===== config.mk =====
export PLATFORM = sky130hd
export DESIGN_NAME = line_capture_front
export DESIGN_NICKNAME = d
export VERILOG_FILES = /design/src/rtl/line_capture_pkg.sv /design/src/rtl/sync_sampler.sv /design/src/rtl/line_sequencer.sv /design/src/rtl/pixel_out_stage.sv /design/src/rtl/line_capture_front.sv
export SDC_FILE = /design/constraint.sdc
export NUM_CORES = 1
export LEC_CHECK = 0
export BUFFER_PORTS_ARGS = -buffer_cell sky130_fd_sc_hd__buf_4
export CAP_MARGIN = 20
export CORE_ASPECT_RATIO = 1.75
export CORE_UTILIZATION = 52
export DETAILED_ROUTE_END_ITERATION = 8
export GPL_TIMING_DRIVEN = 0
export PLACE_DENSITY = 0.75
export SLEW_MARGIN = 10
export SYNTH_ARGS = -nofsm -noshare
export SYNTH_HDL_FRONTEND = slang
export SYNTH_SLANG_ARGS = --single-unit
export TNS_END_PERCENT = 50

===== constraint.sdc =====
create_clock -name clk -period 4.12 [get_ports clk]
set_input_delay 0.824 -clock clk [delete_from_list [all_inputs] [get_ports clk]]
set_output_delay 0.824 -clock clk [all_outputs]
set_load 0.02 [all_outputs]

===== src/rtl/line_capture_pkg.sv =====
// Package: shared types for the line capture front end.
// Assumes: nothing beyond a standard SystemVerilog compile order (first file).
package line_capture_pkg;

    // Sequencer states, in the order a line passes through them.
    typedef enum logic [2:0] {
        ST_ARM    = 3'd0,  // waiting for ready and a frame edge
        ST_WAIT_H = 3'd1,  // armed, waiting for a line edge
        ST_DROP   = 3'd2,  // discarding flush and back-porch samples
        ST_ACTIVE = 3'd3,  // forwarding the burst
        ST_HOLD   = 3'd4,  // burst complete, waiting for next line edge
        ST_PAD    = 3'd5   // emitting zero pixels to finish a short line
    } cap_state_t;

endpackage


===== src/rtl/sync_sampler.sv =====
// Module: sync_sampler
// Registers the pixel bus and both syncs on the rising data-clock edge.
// Produces single-cycle rising-edge strobes for the syncs.
// Assumes: both syncs are active high and synchronous to clk.
module sync_sampler #(
    parameter int PIX_W = 24
) (
    input  logic             clk,
    input  logic             rst_n,
    input  logic [PIX_W-1:0] pix_in,
    input  logic             hsync_in,
    input  logic             vsync_in,
    output logic [PIX_W-1:0] pix_q,
    output logic             hs_rise,
    output logic             vs_rise
);

    logic hs_q, hs_d;
    logic vs_q, vs_d;

    // Input capture register plus one delay stage for edge detection.
    always_ff @(posedge clk) begin
        if (!rst_n) begin
            pix_q <= '0;
            hs_q  <= 1'b0;
            hs_d  <= 1'b0;
            vs_q  <= 1'b0;
            vs_d  <= 1'b0;
        end else begin
            pix_q <= pix_in;
            hs_q  <= hsync_in;
            hs_d  <= hs_q;
            vs_q  <= vsync_in;
            vs_d  <= vs_q;
        end
    end

    // Edge strobes line up with the sample captured alongside the first high sync.
    always_comb begin
        hs_rise = hs_q & ~hs_d;
        vs_rise = vs_q & ~vs_d;
    end

endmodule


===== src/rtl/line_sequencer.sv =====
// Module: line_sequencer
// Tracks the position inside each line and decides which samples become beats.
// Drops FLUSH + skip samples, forwards H_RES, pads short lines and arms on frames.
// Assumes: hs_rise/vs_rise are aligned with the sample currently in the capture register.
module line_sequencer
    import line_capture_pkg::*;
#(
    parameter int H_RES  = 640,
    parameter int FLUSH  = 4,
    parameter int SKIP_W = 6
) (
    input  logic              clk,
    input  logic              rst_n,
    input  logic              cfg_ready,
    input  logic              hs_rise,
    input  logic              vs_rise,
    input  logic [SKIP_W-1:0] skip_cnt,
    output logic              emit,
    output logic              emit_zero,
    output logic              emit_first,
    output logic              emit_sof,
    output logic              short_pulse
);

    localparam int MAX_POS = FLUSH + (1 << SKIP_W) + H_RES;
    localparam int CNT_W   = $clog2(MAX_POS + 1);
    localparam logic [CNT_W-1:0] LAST_BEAT = CNT_W'(H_RES - 1);

    cap_state_t       state;
    logic [CNT_W-1:0] cnt;
    logic [CNT_W-1:0] drop_last;
    logic [CNT_W-1:0] drop_total;
    logic             sof_pend;

    // Number of samples to discard for a line starting now.
    always_comb begin
        drop_total = CNT_W'(FLUSH) + CNT_W'(skip_cnt);
    end

    // Line position state machine.
    always_ff @(posedge clk) begin
        if (!rst_n) begin
            state     <= ST_ARM;
            cnt       <= '0;
            drop_last <= '0;
        end else if (!cfg_ready) begin
            state <= ST_ARM;
            cnt   <= '0;
        end else begin
            unique case (state)
                ST_ARM: begin
                    if (vs_rise) state <= ST_WAIT_H;
                end
                ST_WAIT_H, ST_HOLD, ST_DROP: begin
                    if (hs_rise) begin
                        drop_last <= drop_total - 1'b1;
                        if (drop_total == CNT_W'(1)) begin
                            state <= ST_ACTIVE;
                            cnt   <= '0;
                        end else begin
                            state <= ST_DROP;
                            cnt   <= CNT_W'(1);
                        end
                    end else if (state == ST_DROP) begin
                        if (cnt == drop_last) begin
                            state <= ST_ACTIVE;
                            cnt   <= '0;
                        end else begin
                            cnt <= cnt + 1'b1;
                        end
                    end
                end
                ST_ACTIVE: begin
                    if (cnt == LAST_BEAT) begin
                        state <= hs_rise ? ST_WAIT_H : ST_HOLD;
                        cnt   <= '0;
                    end else begin
                        state <= hs_rise ? ST_PAD : ST_ACTIVE;
                        cnt   <= cnt + 1'b1;
                    end
                end
                ST_PAD: begin
                    if (cnt == LAST_BEAT) begin
                        state <= ST_WAIT_H;
                        cnt   <= '0;
                    end else begin
                        cnt <= cnt + 1'b1;
                    end
                end
                default: begin
                    state <= ST_ARM;
                    cnt   <= '0;
                end
            endcase
        end
    end

    // Start-of-frame marker waits for the first beat after each frame edge.
    always_ff @(posedge clk) begin
        if (!rst_n || !cfg_ready) begin
            sof_pend <= 1'b0;
        end else begin
            if (emit && emit_first) sof_pend <= 1'b0;
            if (vs_rise)            sof_pend <= 1'b1;
        end
    end

    // Beat decode for the output stage.
    always_comb begin
        emit        = cfg_ready && (state == ST_ACTIVE || state == ST_PAD);
        emit_zero   = (state == ST_PAD) || hs_rise;
        emit_first  = (cnt == '0);
        emit_sof    = sof_pend && (cnt == '0);
        short_pulse = cfg_ready && (state == ST_ACTIVE) && hs_rise;
    end

    // A padded line always finishes at the burst end, never reopens a burst.
    assert_pad_exit_R6: assert property (@(posedge clk) disable iff (!rst_n)
        state == ST_PAD |=> (state == ST_PAD || state == ST_WAIT_H || state == ST_ARM));

    // A line edge in the drop phase only restarts the count.
    assert_realign_R5: assert property (@(posedge clk) disable iff (!rst_n)
        (cfg_ready && state == ST_DROP && hs_rise) |=> (state == ST_DROP || state == ST_ACTIVE));

endmodule


===== src/rtl/pixel_out_stage.sv =====
// Module: pixel_out_stage
// Registers the beat, its markers and the short-line pulse onto the output ports.
// Padding beats carry zero data.
// Assumes: the decode inputs are valid in the same cycle as pix_q.
module pixel_out_stage #(
    parameter int PIX_W = 24
) (
    input  logic             clk,
    input  logic             rst_n,
    input  logic [PIX_W-1:0] pix_q,
    input  logic             emit,
    input  logic             emit_zero,
    input  logic             emit_first,
    input  logic             emit_sof,
    input  logic             short_pulse,
    output logic             out_valid,
    output logic [PIX_W-1:0] out_data,
    output logic             out_sol,
    output logic             out_sof,
    output logic             short_line
);

    // Output register: one beat per clock, no backpressure.
    always_ff @(posedge clk) begin
        if (!rst_n) begin
            out_valid  <= 1'b0;
            out_data   <= '0;
            out_sol    <= 1'b0;
            out_sof    <= 1'b0;
            short_line <= 1'b0;
        end else begin
            out_valid  <= emit;
            out_data   <= (emit && !emit_zero) ? pix_q : '0;
            out_sol    <= emit && emit_first;
            out_sof    <= emit && emit_sof;
            short_line <= short_pulse;
        end
    end

    // Frame marker only ever rides on a line-start beat.
    assert_sof_on_sol_R8: assert property (@(posedge clk) disable iff (!rst_n)
        out_sof |-> (out_sol && out_valid));

endmodule


===== src/rtl/line_capture_front.sv =====
// Module: line_capture_front (top)
// Captures digitizer pixels into fixed-length per-line bursts with line/frame markers.
// Assumes: clk is the digitizer data clock; syncs are active high; cfg_ready is synchronous.
module line_capture_front #(
    parameter int CH_W   = 8,
    parameter int H_RES  = 640,
    parameter int FLUSH  = 4,
    parameter int SKIP_W = 6
) (
    input  logic                clk,
    input  logic                rst_n,
    input  logic                cfg_ready,
    input  logic [SKIP_W-1:0]   skip_cnt,
    input  logic                hsync_in,
    input  logic                vsync_in,
    input  logic [3*CH_W-1:0]   pix_in,
    output logic                out_valid,
    output logic [3*CH_W-1:0]   out_data,
    output logic                out_sol,
    output logic                out_sof,
    output logic                short_line
);

    localparam int PIX_W = 3 * CH_W;
    localparam int BEAT_W = $clog2(H_RES + 1);

    logic [PIX_W-1:0] pix_q;
    logic             hs_rise, vs_rise;
    logic             emit, emit_zero, emit_first, emit_sof, short_pulse;

    sync_sampler #(.PIX_W(PIX_W)) u_sampler (
        .clk      (clk),
        .rst_n    (rst_n),
        .pix_in   (pix_in),
        .hsync_in (hsync_in),
        .vsync_in (vsync_in),
        .pix_q    (pix_q),
        .hs_rise  (hs_rise),
        .vs_rise  (vs_rise)
    );

    line_sequencer #(.H_RES(H_RES), .FLUSH(FLUSH), .SKIP_W(SKIP_W)) u_seq (
        .clk         (clk),
        .rst_n       (rst_n),
        .cfg_ready   (cfg_ready),
        .hs_rise     (hs_rise),
        .vs_rise     (vs_rise),
        .skip_cnt    (skip_cnt),
        .emit        (emit),
        .emit_zero   (emit_zero),
        .emit_first  (emit_first),
        .emit_sof    (emit_sof),
        .short_pulse (short_pulse)
    );

    pixel_out_stage #(.PIX_W(PIX_W)) u_out (
        .clk         (clk),
        .rst_n       (rst_n),
        .pix_q       (pix_q),
        .emit        (emit),
        .emit_zero   (emit_zero),
        .emit_first  (emit_first),
        .emit_sof    (emit_sof),
        .short_pulse (short_pulse),
        .out_valid   (out_valid),
        .out_data    (out_data),
        .out_sol     (out_sol),
        .out_sof     (out_sof),
        .short_line  (short_line)
    );

    // Checker state: beats seen since the last line start, counted at the ports.
    logic [BEAT_W-1:0] line_beats;

    // Beat counter for the burst-length assertions.
    always_ff @(posedge clk) begin
        if (!rst_n || !cfg_ready) begin
            line_beats <= '0;
        end else if (out_valid) begin
            line_beats <= out_sol ? BEAT_W'(1) : line_beats + 1'b1;
        end
    end

    // A new burst opens only after the previous one reached full length.
    assert_burst_len_R4: assert property (@(posedge clk) disable iff (!rst_n)
        (cfg_ready && out_valid && out_sol) |-> (line_beats == '0 || line_beats == BEAT_W'(H_RES)));

    // Continuation beats stay inside an open, unfinished burst.
    assert_no_overrun_R4: assert property (@(posedge clk) disable iff (!rst_n)
        (cfg_ready && out_valid && !out_sol) |-> (line_beats != '0 && line_beats < BEAT_W'(H_RES)));

    // Without ready the port goes quiet on the next clock.
    assert_ready_gate_R9: assert property (@(posedge clk) disable iff (!rst_n)
        !cfg_ready |=> !out_valid);

endmodule


==> impl_metrics.yaml <==
clock_tree:
  cts-root-buf: "clkbuf_8"
  ctsHoldBuffers: 0
  clkLatencyLatePin_ns: 0.36
  cts_resized: 0
  clock_tree.buffer_depth: 2
  numCtsBuffers: 9
  cts_tree: "built"
  path_clk_slew_ns: 0.07
  cts.sinks: 80
  cts_max_level: 3
  post_cts_buffers: 0
critical_path:
  crit_fanout: 7
  cp.depth: 8
  cp_data_arrival_time_ns: 2.51
  max_stage_delay_ns: 0.50
  crit_type: "flip-flop to flip-flop"
  critPathBufInv: 1
  path_cells: "ha_1, and3_1, nand3_1, inv_1, ha_1, o21ai_0, a2111oi_0, nor3_1"
  path_delay_family: "compound AO/OA/AOI/OAI gates"
  cp.required_ns: 4.35
  r2r_cells: 8
  crit_path_end_kind: "flip-flop"
  critPathSlowestCell: "dfxtp_1"
  crit_top_cell: "ha_1"
  startpoint_type: "flip-flop"
timing:
  relSlewSlack_pct: 62.7
  min_period_ns: 2.29
  clock.fmax_mhz: 437
  setup_tns_ns: 0
  rsz0062_at_grt: "false"
  fin_hold_ws_ns: 0.426
  period_share_pct: 55.5
  setup_viol: 0
  finClkSkew_ns: 0.0107
  finalMaxSlewViolations: 0
  worstMarginPinSlew_ns: 0.558
  finalHoldViolCount: 0
global_routing:
  grt_use_met3_pct: 3.68
  grt_use_met1_pct: 22.2
  grt_util_met2_pct: 40.3
  antenna_found_initial: 0
  grt_max_degree: 13
  first_global_vias: 2526
  globalRouteTotalUtil_pct: 23.6
  grt-ovfl-total: 0
  grt_pass1_wl_mm: 11.1
  busiest_layer: "met2"
placed_design:
  dp_cells: 469
  placement.cell_area_mm2: 0.00376
  numPortBuffers: 62
  gp_congestion: 0.842
  dp_hpwl_mm: 5.22
finish:
  area_delta_synth_final_pct: 24.8
  stdcell_count: 485
  drive_above_1_share_pct: 21.4
  final_common_cell: "dfxtp_1"
  n_antenna_cell: 0
  final_area_mm2: 0.00399
  fin_nets: 445
  mostFrequentLayoutCells: "80 x dfxtp_1, 62 x buf_4, 55 x and2_1, 22 x nand2_1, 17 x clkbuf_1"
floorplan:
  io_pins: 63
  die_area_mm2: 0.00647
  fp.dieH_um: 106
  core_region_area_mm2: 0.00588
  die_w_um: 61.2
  start_util_pct: 54.3
  fp-row-count: 37
detailed_routing:
  wl_mm: 6.82
  ant_nets: 0
  vias: 2594
  drt-wirelength-per-cell_um: 14.1
  vias_per_cell: 5.35
  drt_first_pass_iters: 4
  drcViolationCount: 0
  drt_iter0_drc: 123
power:
  ir_worst_vdd_uv: 173
  p_clk_share_pct: 43.3
  p_seq_share_pct: 51.5
  p_comb_share_pct: 5.3
  power_mw: 1.54
  p_leak_nw: 1.78
  swShare_pct: 19.7
  switching_power_uw: 304
  p_int_mw: 1.23
  p_per_area_mw_per_mm2: 386
logic_synthesis:
  ys_seq_area_share_pct: 50.1
  ys_ff_latch: 80
  synth-edff-count: 0
  yosys_warnings: 0
  synth_cells: 329
  syn_area_per_cell_um2: 9.71
  synth_fp_nets: 372
  synth_cell_type_count: 49
  dominantRegCellSynth: "dfxtp_1"
  syn_area_mm2: 0.00319
  async_flop_share_pct: 0
run_status:
  status: "complete, no violations"
flow_run:
  drv_cap: 0
min_path:
  hp-class: "flip-flop to flip-flop"
  holdPathStages: 1
[synthesized netlist by cell type (4+ instances only)]
master | instances | share of area (%)
nand2_1 | 22 | 2.6
xor2_1 | 14 | 3.8
inv_1 | 13 | 1.5
o2111ai_1 | 6 | 1.6
a211oi_1 | 7 | 1.6
ha_1 | 8 | 3.1
nor2_1 | 13 | 1.5
nor4_1 | 4 | 0.78
buf_2 | 5 | 0.78
o211a_1 | 5 | 1.6
nand3_1 | 7 | 1.1
and2_1 | 55 | 11
a21boi_0 | 5 | 1.2
dfxtp_1 | 80 | 50
and3_1 | 6 | 1.2
o211ai_1 | 4 | 0.94
nor3_1 | 5 | 0.78
clkbuf_1 | 13 | 1.5
a22o_1 | 4 | 1.1
nand2b_1 | 6 | 1.2
a21oi_1 | 11 | 1.7
o21ai_0 | 5 | 0.78
[cell families after synthesis]
family                     count (synthesis)  share of synthesized area, %
and+or+nand+nor                          130                          22.8
buffers and inverters                     32                          4.00
AOI/OAI and AO/OA                         59                          14.1
adders and majority gates                  9                          3.49
xor gates and xnor gates                  17                          4.90
muxes                                      2                         0.627
DFF                                       80                          50.1
[metal layers]
layer	up-vias	part of all wire (%)
li1	1264	-
met1	1179	35
met2	114	53
met3	37	5.4
met4	0	7.2
met5	-	0
[worst reg2reg max path, stage by stage (launching register included)]
cell and delay, ns:
dfxtp_1 0.50, ha_1 0.32, and3_1 0.24, nand3_1 0.17, inv_1 0.10, ha_1 0.16, o21ai_0 0.08, a2111oi_0 0.49
nor3_1 0.10
[stage by stage]
stage / utilization [%] / worst slack, ns
final: 67.8 / 1.83
after global routing: 67.8 / 1.65
after CTS: 67.8 / 1.90
after detailed placement: 63.9 / 1.72
after global placement: 63.9 / 1.79
after floorplan: - / 2.02
[final timing paths]
path	to	start	slack, ns
worst max register to register	u_seq.state[0]	u_seq.cnt[0]	1.83
worst max-delay path	u_seq.state[0]	u_seq.cnt[0]	1.83
worst min-delay path	u_out.out_data[14]	u_sampler.pix_q[14]	0.43
worst min register to register	u_out.out_data[14]	u_sampler.pix_q[14]	0.43
[flip-flops by register name, indices dropped and copies added (netlist names), 3 cells and up]
| signal | cells |
|---|---|
| u_seq.drop_last | 10 |
| u_seq.cnt | 10 |
| u_out.out_data | 24 |
| u_sampler.pix_q | 24 |
| u_seq.state | 3 |
[cell type report]
cell class	count	area, um^2
fillers	486	1890
plain buffers	19	78.8
repair buffers	62	465
clock inverters	3	90.1
inverters	13	48.8
flip-flops and latches	80	1600
multi-input cells	217	1470
well taps	78	97.6
clock buffers	13	139
[power by group through the flow]
stage,clock (mW),combinational (mW),sequential (mW)
5_1_grt,0.715,0.0904,0.793
3_3_place_gp,0,0.0797,0.809
6_report,0.665,0.0811,0.792
3_5_place_dp,0,0.0813,0.810
2_1_floorplan,0,0.0414,0.809
4_1_cts,0.680,0.0817,0.792
Note: power is estimated with default switching activity, not from simulation.
